$ cat src/rtl/eet_pkg.sv
// Package: shared types for the encoder event interval timer.
// Assumes: nothing beyond IEEE 1800-2017.
package eet_pkg;
    // Arming state of the edge grouper.
    typedef enum logic {
        GRP_IDLE  = 1'b0,
        GRP_ARMED = 1'b1
    } grp_state_e;
endpackage

$ cat src/rtl/eet_edge_grouper.sv
// Module: counts encoder edge strobes into groups of group_cnt edges.
// It produces a restart strobe on the reference and closing edges and a
// capture strobe on each closing edge.
// Assumes: edge_stb is a clean one-clock strobe; 'active' already folds in
// enable and a non-zero group size.
module eet_edge_grouper
    import eet_pkg::*;
#(
    parameter int EVT_W = 8
) (
    input  logic             clk,
    input  logic             rst_n,
    input  logic             active,
    input  logic             edge_stb,
    input  logic [EVT_W-1:0] group_cnt,
    output logic             armed,
    output logic             start,
    output logic             capture
);
    localparam int CMP_W = EVT_W + 1;

    grp_state_e       state_q;
    logic [EVT_W-1:0] ecnt_q;
    logic             last_edge;

    // Decide whether the current edge closes the group (>= tolerates a shrink).
    always_comb begin
        last_edge = ({1'b0, ecnt_q} + CMP_W'(1)) >= {1'b0, group_cnt};
        armed     = (state_q == GRP_ARMED);
        capture   = active && armed && edge_stb && last_edge;
        start     = active && edge_stb && (!armed || last_edge);
    end

    // Track arming and the number of edges seen since the reference edge.
    always_ff @(posedge clk) begin
        if (!rst_n || !active) begin
            state_q <= GRP_IDLE;
            ecnt_q  <= '0;
        end else if (edge_stb) begin
            if (state_q == GRP_IDLE) begin
                state_q <= GRP_ARMED;
                ecnt_q  <= '0;
            end else if (last_edge) begin
                ecnt_q  <= '0;
            end else begin
                ecnt_q  <= ecnt_q + EVT_W'(1);
            end
        end
    end

    // every capture also restarts the timer from the same edge.
    assert_capture_restarts_R3: assert property (@(posedge clk) disable iff (!rst_n)
        capture |-> start);
    // an inactive block never stays armed.
    assert_idle_when_off_R7: assert property (@(posedge clk) disable iff (!rst_n)
        !active |=> !armed);
endmodule

$ cat src/rtl/eet_interval_ctr.sv
// Module: saturating interval counter with sticky overflow.
// Loads 1 on a restart edge so that the value equals the clocks elapsed since
// that edge, and holds at all ones.
// Assumes: start is only asserted while active.
module eet_interval_ctr #(
    parameter int CNT_W = 32
) (
    input  logic             clk,
    input  logic             rst_n,
    input  logic             active,
    input  logic             armed,
    input  logic             start,
    output logic [CNT_W-1:0] tmr,
    output logic             ovf
);
    localparam logic [CNT_W-1:0] CNT_MAX = '1;

    logic at_max;

    // Flag that the counter has reached its ceiling.
    always_comb at_max = (tmr == CNT_MAX);

    // Count clocks since the last restart edge, holding at the ceiling.
    always_ff @(posedge clk) begin
        if (!rst_n || !active) begin
            tmr <= '0;
        end else if (start) begin
            tmr <= CNT_W'(1);
        end else if (armed && !at_max) begin
            tmr <= tmr + CNT_W'(1);
        end
    end

    // Latch overflow once a running count sits at the ceiling.
    always_ff @(posedge clk) begin
        if (!rst_n || !active) begin
            ovf <= 1'b0;
        end else if (armed && !start && at_max) begin
            ovf <= 1'b1;
        end
    end

    // the counter never wraps past all ones.
    assert_saturate_R5: assert property (@(posedge clk) disable iff (!rst_n)
        (active && armed && !start && at_max) |=> (tmr == CNT_MAX));
    // overflow stays set while the block stays active.
    assert_ovf_sticky_R5: assert property (@(posedge clk) disable iff (!rst_n)
        (ovf && active) |=> ovf);
    // a restart edge resets the elapsed count.
    assert_restart_R3: assert property (@(posedge clk) disable iff (!rst_n)
        start |=> (tmr == CNT_W'(1)));
endmodule

$ cat src/rtl/eet_capture_reg.sv
// Module: holding register, ready pulse and unread-capture tracking.
// Assumes: a rd_stb in the same cycle as a capture acknowledges the value
// being replaced, not the new one.
module eet_capture_reg #(
    parameter int CNT_W = 32
) (
    input  logic             clk,
    input  logic             rst_n,
    input  logic             active,
    input  logic             capture,
    input  logic             rd_stb,
    input  logic [CNT_W-1:0] tmr,
    output logic [CNT_W-1:0] interval,
    output logic             ready,
    output logic             overrun
);
    logic pending_q;

    // Hold the latest captured interval.
    always_ff @(posedge clk) begin
        if (!rst_n) begin
            interval <= '0;
        end else if (capture) begin
            interval <= tmr;
        end
    end

    // One-clock ready pulse aligned with the holding register update.
    always_ff @(posedge clk) begin
        if (!rst_n) begin
            ready <= 1'b0;
        end else begin
            ready <= capture;
        end
    end

    // Remember whether the held value has been acknowledged.
    always_ff @(posedge clk) begin
        if (!rst_n || !active) begin
            pending_q <= 1'b0;
        end else if (capture) begin
            pending_q <= 1'b1;
        end else if (rd_stb) begin
            pending_q <= 1'b0;
        end
    end

    // Latch overrun when an unread value is overwritten.
    always_ff @(posedge clk) begin
        if (!rst_n || !active) begin
            overrun <= 1'b0;
        end else if (capture && pending_q && !rd_stb) begin
            overrun <= 1'b1;
        end
    end

    // overrun can only rise together with a new capture.
    assert_overrun_on_capture_R6: assert property (@(posedge clk) disable iff (!rst_n)
        $rose(overrun) |-> ready);
    // no ready pulse follows an inactive cycle.
    assert_no_ready_when_off_R4: assert property (@(posedge clk) disable iff (!rst_n)
        !active |=> !ready);
    // the holding register is unchanged without a ready pulse.
    assert_hold_R4: assert property (@(posedge clk) disable iff (!rst_n)
        !ready |-> $stable(interval) || !$past(rst_n));
endmodule

$ cat src/rtl/enc_event_timer.sv
// Module: top of the encoder event interval timer.
// It measures system clocks across a programmable group of encoder edges
// and presents the result with a ready pulse and sticky status.
// Assumes: edge_stb is already filtered and synchronous to clk.
module enc_event_timer #(
    parameter int CNT_W = 32,
    parameter int EVT_W = 8
) (
    input  logic             clk,
    input  logic             rst_n,
    input  logic             enable,
    input  logic [EVT_W-1:0] group_cnt,
    input  logic             edge_stb,
    input  logic             rd_stb,
    output logic [CNT_W-1:0] interval,
    output logic             ready,
    output logic             ovf,
    output logic             overrun
);
    logic             active;
    logic             armed;
    logic             start;
    logic             capture;
    logic [CNT_W-1:0] tmr;

    // A group size of zero switches measurement off.
    always_comb active = enable && (group_cnt != '0);

    eet_edge_grouper #(.EVT_W(EVT_W)) u_grouper (
        .clk      (clk),
        .rst_n    (rst_n),
        .active   (active),
        .edge_stb (edge_stb),
        .group_cnt(group_cnt),
        .armed    (armed),
        .start    (start),
        .capture  (capture)
    );

    eet_interval_ctr #(.CNT_W(CNT_W)) u_ctr (
        .clk   (clk),
        .rst_n (rst_n),
        .active(active),
        .armed (armed),
        .start (start),
        .tmr   (tmr),
        .ovf   (ovf)
    );

    eet_capture_reg #(.CNT_W(CNT_W)) u_cap (
        .clk     (clk),
        .rst_n   (rst_n),
        .active  (active),
        .capture (capture),
        .rd_stb  (rd_stb),
        .tmr     (tmr),
        .interval(interval),
        .ready   (ready),
        .overrun (overrun)
    );

    // sticky flags are clear one cycle after the block goes inactive.
    assert_clear_on_disable_R7: assert property (@(posedge clk) disable iff (!rst_n)
        !active |=> (!ovf && !overrun));
endmodule

$ cat config.mk
export PLATFORM = sky130hd
export DESIGN_NAME = enc_event_timer
export DESIGN_NICKNAME = d
export VERILOG_FILES = /design/src/rtl/eet_pkg.sv /design/src/rtl/eet_edge_grouper.sv /design/src/rtl/eet_interval_ctr.sv /design/src/rtl/eet_capture_reg.sv /design/src/rtl/enc_event_timer.sv
export SDC_FILE = /design/constraint.sdc
export NUM_CORES = 1
export LEC_CHECK = 0
export BUFFER_PORTS_ARGS = -buffer_cell sky130_fd_sc_hd__buf_4
export CORE_MARGIN = 4
export CORE_UTILIZATION = 56
export DETAILED_ROUTE_END_ITERATION = 16
export HOLD_SLACK_MARGIN = 0.12
export PLACE_DENSITY = 0.74
export RECOVER_POWER = 50
export REMOVE_ABC_BUFFERS = 1
export SKIP_LAST_GASP = 1
export SLEW_MARGIN = 20
export SYNTH_ARGS = -nofsm -noshare
export SYNTH_HDL_FRONTEND = slang
export SYNTH_SLANG_ARGS = --single-unit
$ cat constraint.sdc
create_clock -name clk -period 6.35 [get_ports clk]
set_input_delay 0.3175 -clock clk [delete_from_list [all_inputs] [get_ports clk]]
set_output_delay 0.3175 -clock clk [all_outputs]
set_load 0.01 [all_outputs]
### After elaboration in Yosys (flattened, before gate mapping)

Cells that the tools add are included.

| storage, ports and cells | value |
|---|---|
| output and inout bits | 35 |
| bits in registers | 77 |
| word-level logic and storage cells | 43 |
| bits of input ports | 13 |

| operators by class | value |
|---|---|
| multiplexer cells | 6 |
| $lt $le $gt $ge | 1 |
| add/sub/neg operators | 3 |
| reductions and logical operators | 23 |
| equal/unequal tests | 1 |

Operators with widths:

| cell | number |
|---|---|
| adder 32 x 1 -> 32 bit (second input constant) | 1 |
| == test 32 bit (second input constant) | 1 |
| 2-to-1 mux 8 bit | 2 |
| logical AND 1 bit | 11 |
| adder 8 x 1 -> 9 bit (second input constant) | 1 |
| >= comparator 9 x 8 -> 1 bit | 1 |
| adder 8 x 1 -> 8 bit (second input constant) | 1 |
| nonzero test 8 bit | 1 |
| logical NOT 1 bit | 6 |
| 2-to-1 mux 1 bit | 4 |
| nonzero test 2 bit | 2 |
| logical OR 1 bit | 2 |
| OR reduction 2 bit | 1 |

### Logic depth before layout (Yosys ltp)

| depth | value |
|---|---|
| depth in word-level cells | 7 |
| mapped depth | 10 |
| depth with buffers taken out | 9 |

### Modules after synthesis

From an unflattened synthesis, not the netlist that was laid out.

| second synthesis, totals | value |
|---|---|
| cells, all modules | 401 |
| area, all modules | 3,782.4 sq um |

Modules (own cells, without submodules):

| module | cells an instance | sequential area each (sq um) | times used | area an instance (sq um) |
|---|---|---|---|---|
| eet_interval_ctr | 206 | 660.6 | 1 | 1,740.4 |
| eet_capture_reg | 114 | 700.7 | 1 | 1,345.0 |
| eet_edge_grouper | 78 | 180.2 | 1 | 676.9 |
| enc_event_timer | 3 | 0.0 | 1 | 20.0 |

### Worst setup path before layout

OpenSTA, ideal clock, no wires.

| timing path | value |
|---|---|
| path kind | register to register |
| start | register u_grouper.ecnt_q[0] |
| end | register u_ctr.tmr[31] |
| buffers on the path | 1 |
| library setup time | 115 ps |
| data required time | 6,235 ps |
| cell stages (with the launch flop) | 11 |
| arrival time | 2,349 ps |
| setup slack | 3,886 ps |
| clock period less this slack | 2,464 ps |
| cells stage by stage | dfxtp_1 > ha_1 > nand3_1 > xnor2_1 > ha_1 > nand2_1 > o32ai_1 > nor4_1 > o21ai_1 > clkbuf_1 > o21ba_2 |

| on the way | value |
|---|---|
| word-level cells in the longest chain between the ends | 5 |

Ends and longest elaborated chain:

| item | RTL line | RTL |
|---|---|---|
| start, declared | eet_edge_grouper.sv:23 | `logic [EVT_W-1:0] ecnt_q;` |
| start signal, assigned | eet_edge_grouper.sv:46 | `ecnt_q <= ecnt_q + EVT_W'(1);` |
| adder 8 x 1 -> 9 bit | eet_edge_grouper.sv:28 | `last_edge = ({1'b0, ecnt_q} + CMP_W'(1)) >= {1'b0, group_cnt};` |
| >= comparator 9 x 8 -> 1 bit | eet_edge_grouper.sv:28 |  |
| logical OR 1 bit | eet_edge_grouper.sv:31 | `start = active && edge_stb && (!armed \|\| last_edge);` |
| logical AND 1 bit | eet_edge_grouper.sv:31 |  |
| OR reduction 2 bit (no source line) | n/a |  |
| end signal, assigned | eet_interval_ctr.sv:30 | `tmr <= tmr + CNT_W'(1);` |
| end, declared | eet_interval_ctr.sv:13 | `output logic [CNT_W-1:0] tmr,` |

Every way passes these cells.
A chain may end at the register's enable or synchronous reset.

### Final worst setup path

| timing path | value |
|---|---|
| start | register u_grouper.ecnt_q[0] |
| end | register u_cap.interval[21] |

| on the way | value |
|---|---|
| word-level cells in the longest chain between the ends | 3 |

Ends and longest elaborated chain:

| item | RTL line | RTL |
|---|---|---|
| adder 8 x 1 -> 9 bit | eet_edge_grouper.sv:28 |  |
| >= comparator 9 x 8 -> 1 bit | eet_edge_grouper.sv:28 |  |
| logical AND 1 bit | eet_edge_grouper.sv:30 | `capture = active && armed && edge_stb && last_edge;` |
| end signal, assigned | eet_capture_reg.sv:24 | `interval <= tmr;` |
| end, declared | eet_capture_reg.sv:13 | `output logic [CNT_W-1:0] interval,` |

Every way passes these cells.

==> flow_metrics.tcl <==
set metrics [dict create \
    place_congestion 0.903 \
    max-clock-path-buffers 2 \
    drt_drc_violations_left 0 \
    skew_ns 0.00838 \
    violations "capacitance limit, slew limit" \
    wire_per_inst_um 16.5 \
    rsz0062_at_grt "false" \
    ys.flop_type "dfxtp_1" \
    cts.repair.resized 0 \
    numCtsBuffers 9 \
    timing_hold_violations_final 0 \
    yosys.cell_types.count 49 \
    place_area_um2 4240 \
    critPathKind "reg2reg" \
    antenna_found_initial 0 \
    via_count 3640 \
    cp-startpoint "u_grouper.ecnt_q[0]$_SDFFE_PP0P_" \
    hp-start "rd_stb" \
    synth_area_per_cell_um2 8.49 \
    firstDrtPassIters 5 \
    required_ns 6.61 \
    fp.dieW_um 91.0 \
    timing.fmax_ghz 0.219 \
    vias_per_cell 6.40 \
    yosysWarnings 0 \
    post_cts_buffers 0 \
    tritoncts "yes" \
    routed_wirelength_mm 9.36 \
    multiInputGateArea_um2 2150 \
    syn_area_um2 3860 \
    drive_above_1_share_pct 8.94 \
    worst_pin_slew_ns 2.67 \
    slew_headroom_pct -79.6 \
    cts_root_buf "clkbuf_8" \
    grt_max_degree 37 \
    setup_tns_ns 0 \
    leakage_nw 1.38 \
    ys_ff_latch 77 \
    synth_edf_count 0 \
    start_util_pct 59.0 \
    grt_pass1_wl_mm 15.9 \
    clkLatencyLatePin_ns 0.34 \
    clock-sinks 77 \
    drtAntennaViolNets 0 \
    drt_iter0_markers 228 \
    power_density_nw_per_um2 205 \
    io_buffers 47 \
    boundaryPins 48 \
    fill_cells 603 \
    hold_buffers 0 \
    final_area_um2 4290 \
    grt.total_usage_pct 22.9 \
    clk_pin_slew_ns 0.08 \
    arrival_ns 4.82 \
    end_kind "flop" \
    dieArea_um2 8280 \
    peakVddDrop_mv 0.116 \
    cp_max_fo 19 \
    num_antenna_cells 0 \
    async_reset_ff_share_pct 0 \
    synthCells 454 \
    final-setup-viol-count 0 \
    worst_hold_path_type "in2reg" \
    status "complete, but fails checks" \
    placementRows 29 \
    grt_pass1_vias 3406 \
    cts_max_level 3 \
    regArea_um2 1540 \
    min_period_over_period_pct 71.9 \
    core_um2 6530 \
    nets 511 \
    cap_viol_max_count 2 \
    gr-total-overflow 0 \
    die_h_um 91.0 \
    synth-seq-area-share_pct 40.0 \
    critPathLaunchType "flop" \
    worstReg2RegStart "u_grouper.ecnt_q[0]$_SDFFE_PP0P_" \
    fin_crit_ns 4.57 \
    dp_hpwl_mm 6.39 \
    syn_to_final_growth_pct 11.2 \
    drv_slew 28 \
]
## cell usage after synthesis, types with 3 or more instances
library cell / n / area [um^2]
a32oi_1: 7 / 61.3
o21ai_0: 37 / 185
o31ai_1: 13 / 97.6
inv_1: 15 / 56.3
a21oi_1: 61 / 305
nor4_1: 6 / 37.5
nand3_1: 19 / 95.1
ha_1: 10 / 125
a211oi_1: 4 / 30.0
o211ai_1: 29 / 218
or3_1: 16 / 100
nor3_1: 3 / 15.0
and3_1: 3 / 18.8
buf_2: 3 / 15.0
clkbuf_1: 23 / 86.3
nand2_1: 21 / 78.8
or4_1: 12 / 90.1
nand4_1: 12 / 75.1
dfxtp_1: 77 / 1540
xnor2_1: 7 / 61.3
xor2_1: 5 / 43.8
and4_1: 3 / 26.3
o21ai_1: 9 / 45.0
nor2_1: 23 / 86.3
## final timing paths
kind	end	slack, ns	cells past startpoint
max	u_cap.interval[21]$_SDFFE_PN0P_	1.78	10
min	u_cap.pending_q$_SDFFE_PP0P_	0.27	3
max reg2reg	u_cap.interval[21]$_SDFFE_PN0P_	1.78	10
min reg2reg	u_cap.interval[9]$_SDFFE_PN0P_	0.47	2
## metal layers
| layer | wire, um | track usage [%] | vias up |
|---|---|---|---|
| met5 | 0 | 0 | - |
| met4 | 109 | 7.54 | 0 |
| met3 | 403 | 3.39 | 12 |
| met2 | 4430 | 38.1 | 97 |
| met1 | 4420 | 30.7 | 1731 |
| li1 | - | - | 1800 |
## power by group
| part | leakage (nW) | total (W) | switching (W) | internal, W |
|---|---|---|---|---|
| Clock | 0.0992 | 0.000362 | 0.000172 | 0.000190 |
| Combinational | 0.661 | 0.0000336 | 0.0000227 | 0.0000109 |
| Sequential | 0.620 | 0.000485 | 0.00000209 | 0.000483 |
| Total | 1.38 | 0.000880 | 0.000197 | 0.000684 |
## registers in the layout, summed over array words and instances (netlist names)
name              count
u_ctr.ovf             1
u_cap.overrun         1
u_ctr.tmr            32
u_cap.interval       32
u_grouper.armed       1
u_cap.ready           1
u_cap.pending_q       1
u_grouper.ecnt_q      8
## worst max-delay path, cell delays in order (launching register included)
cell and delay (ns):
dfxtp_1 0.39, ha_1 0.25, nand3_1 0.11, xnor2_1 0.21, ha_1 0.29, a21oi_1 0.21
o32ai_1 0.15, nor4_1 2.10, buf_4 0.48, o21ai_0 0.12, a21oi_1 0.18
## stage by stage
step	setup slack [ns]	hold slack, ns	util, %	cells	total power [W]
after detailed placement	3.02	0.467	65.0	554	0.000530
after global routing	1.43	0.304	65.7	569	0.000914
after CTS	3.01	0.263	67.9	569	0.000890
final	1.78	0.274	65.7	569	0.000880
after global placement	3.15	0.460	64.9	554	0.000528
after floorplan	2.26	0.460	-	426	0.000513
## cell usage in the layout (no fill, tap or decap), drive strengths merged, types with 3 or more instances in the layout
cell,n
or3,16
nand3,20
or4,12
dfxtp,77
nor2,23
ha,10
nand4,15
a21oi,61
xor2,5
buf,15
a32oi,7
o31ai,13
clkbuf,47
nor4,10
nor3,4
clkinv,3
o211ai,29
xnor2,7
o21ai,46
and4,3
and3,3
nand2,21
a211oi,4
inv,15
## cell families (layout without fill, tap and decap cells)
group           after synthesis  after routing  synth area share [%]
fa+ha+maj                    10             10                  3.24
simple gates                135            135                  21.2
buf+inv                      43             81                  4.67
xor+xnor                     12             12                  2.73
compound gates              177            177                  28.2
flops                        77             77                  40.0
## area by class of cell
class                   instances  area share (%)
multi-input cells             334            50.2
well taps                      77            2.25
inverters                      15            1.31
clock inverters                 4            1.14
repair buffers                 51            5.87
flip-flops and latches         77            35.9
clock buffers                  11            3.30
Power figures use the tool's default switching activity.
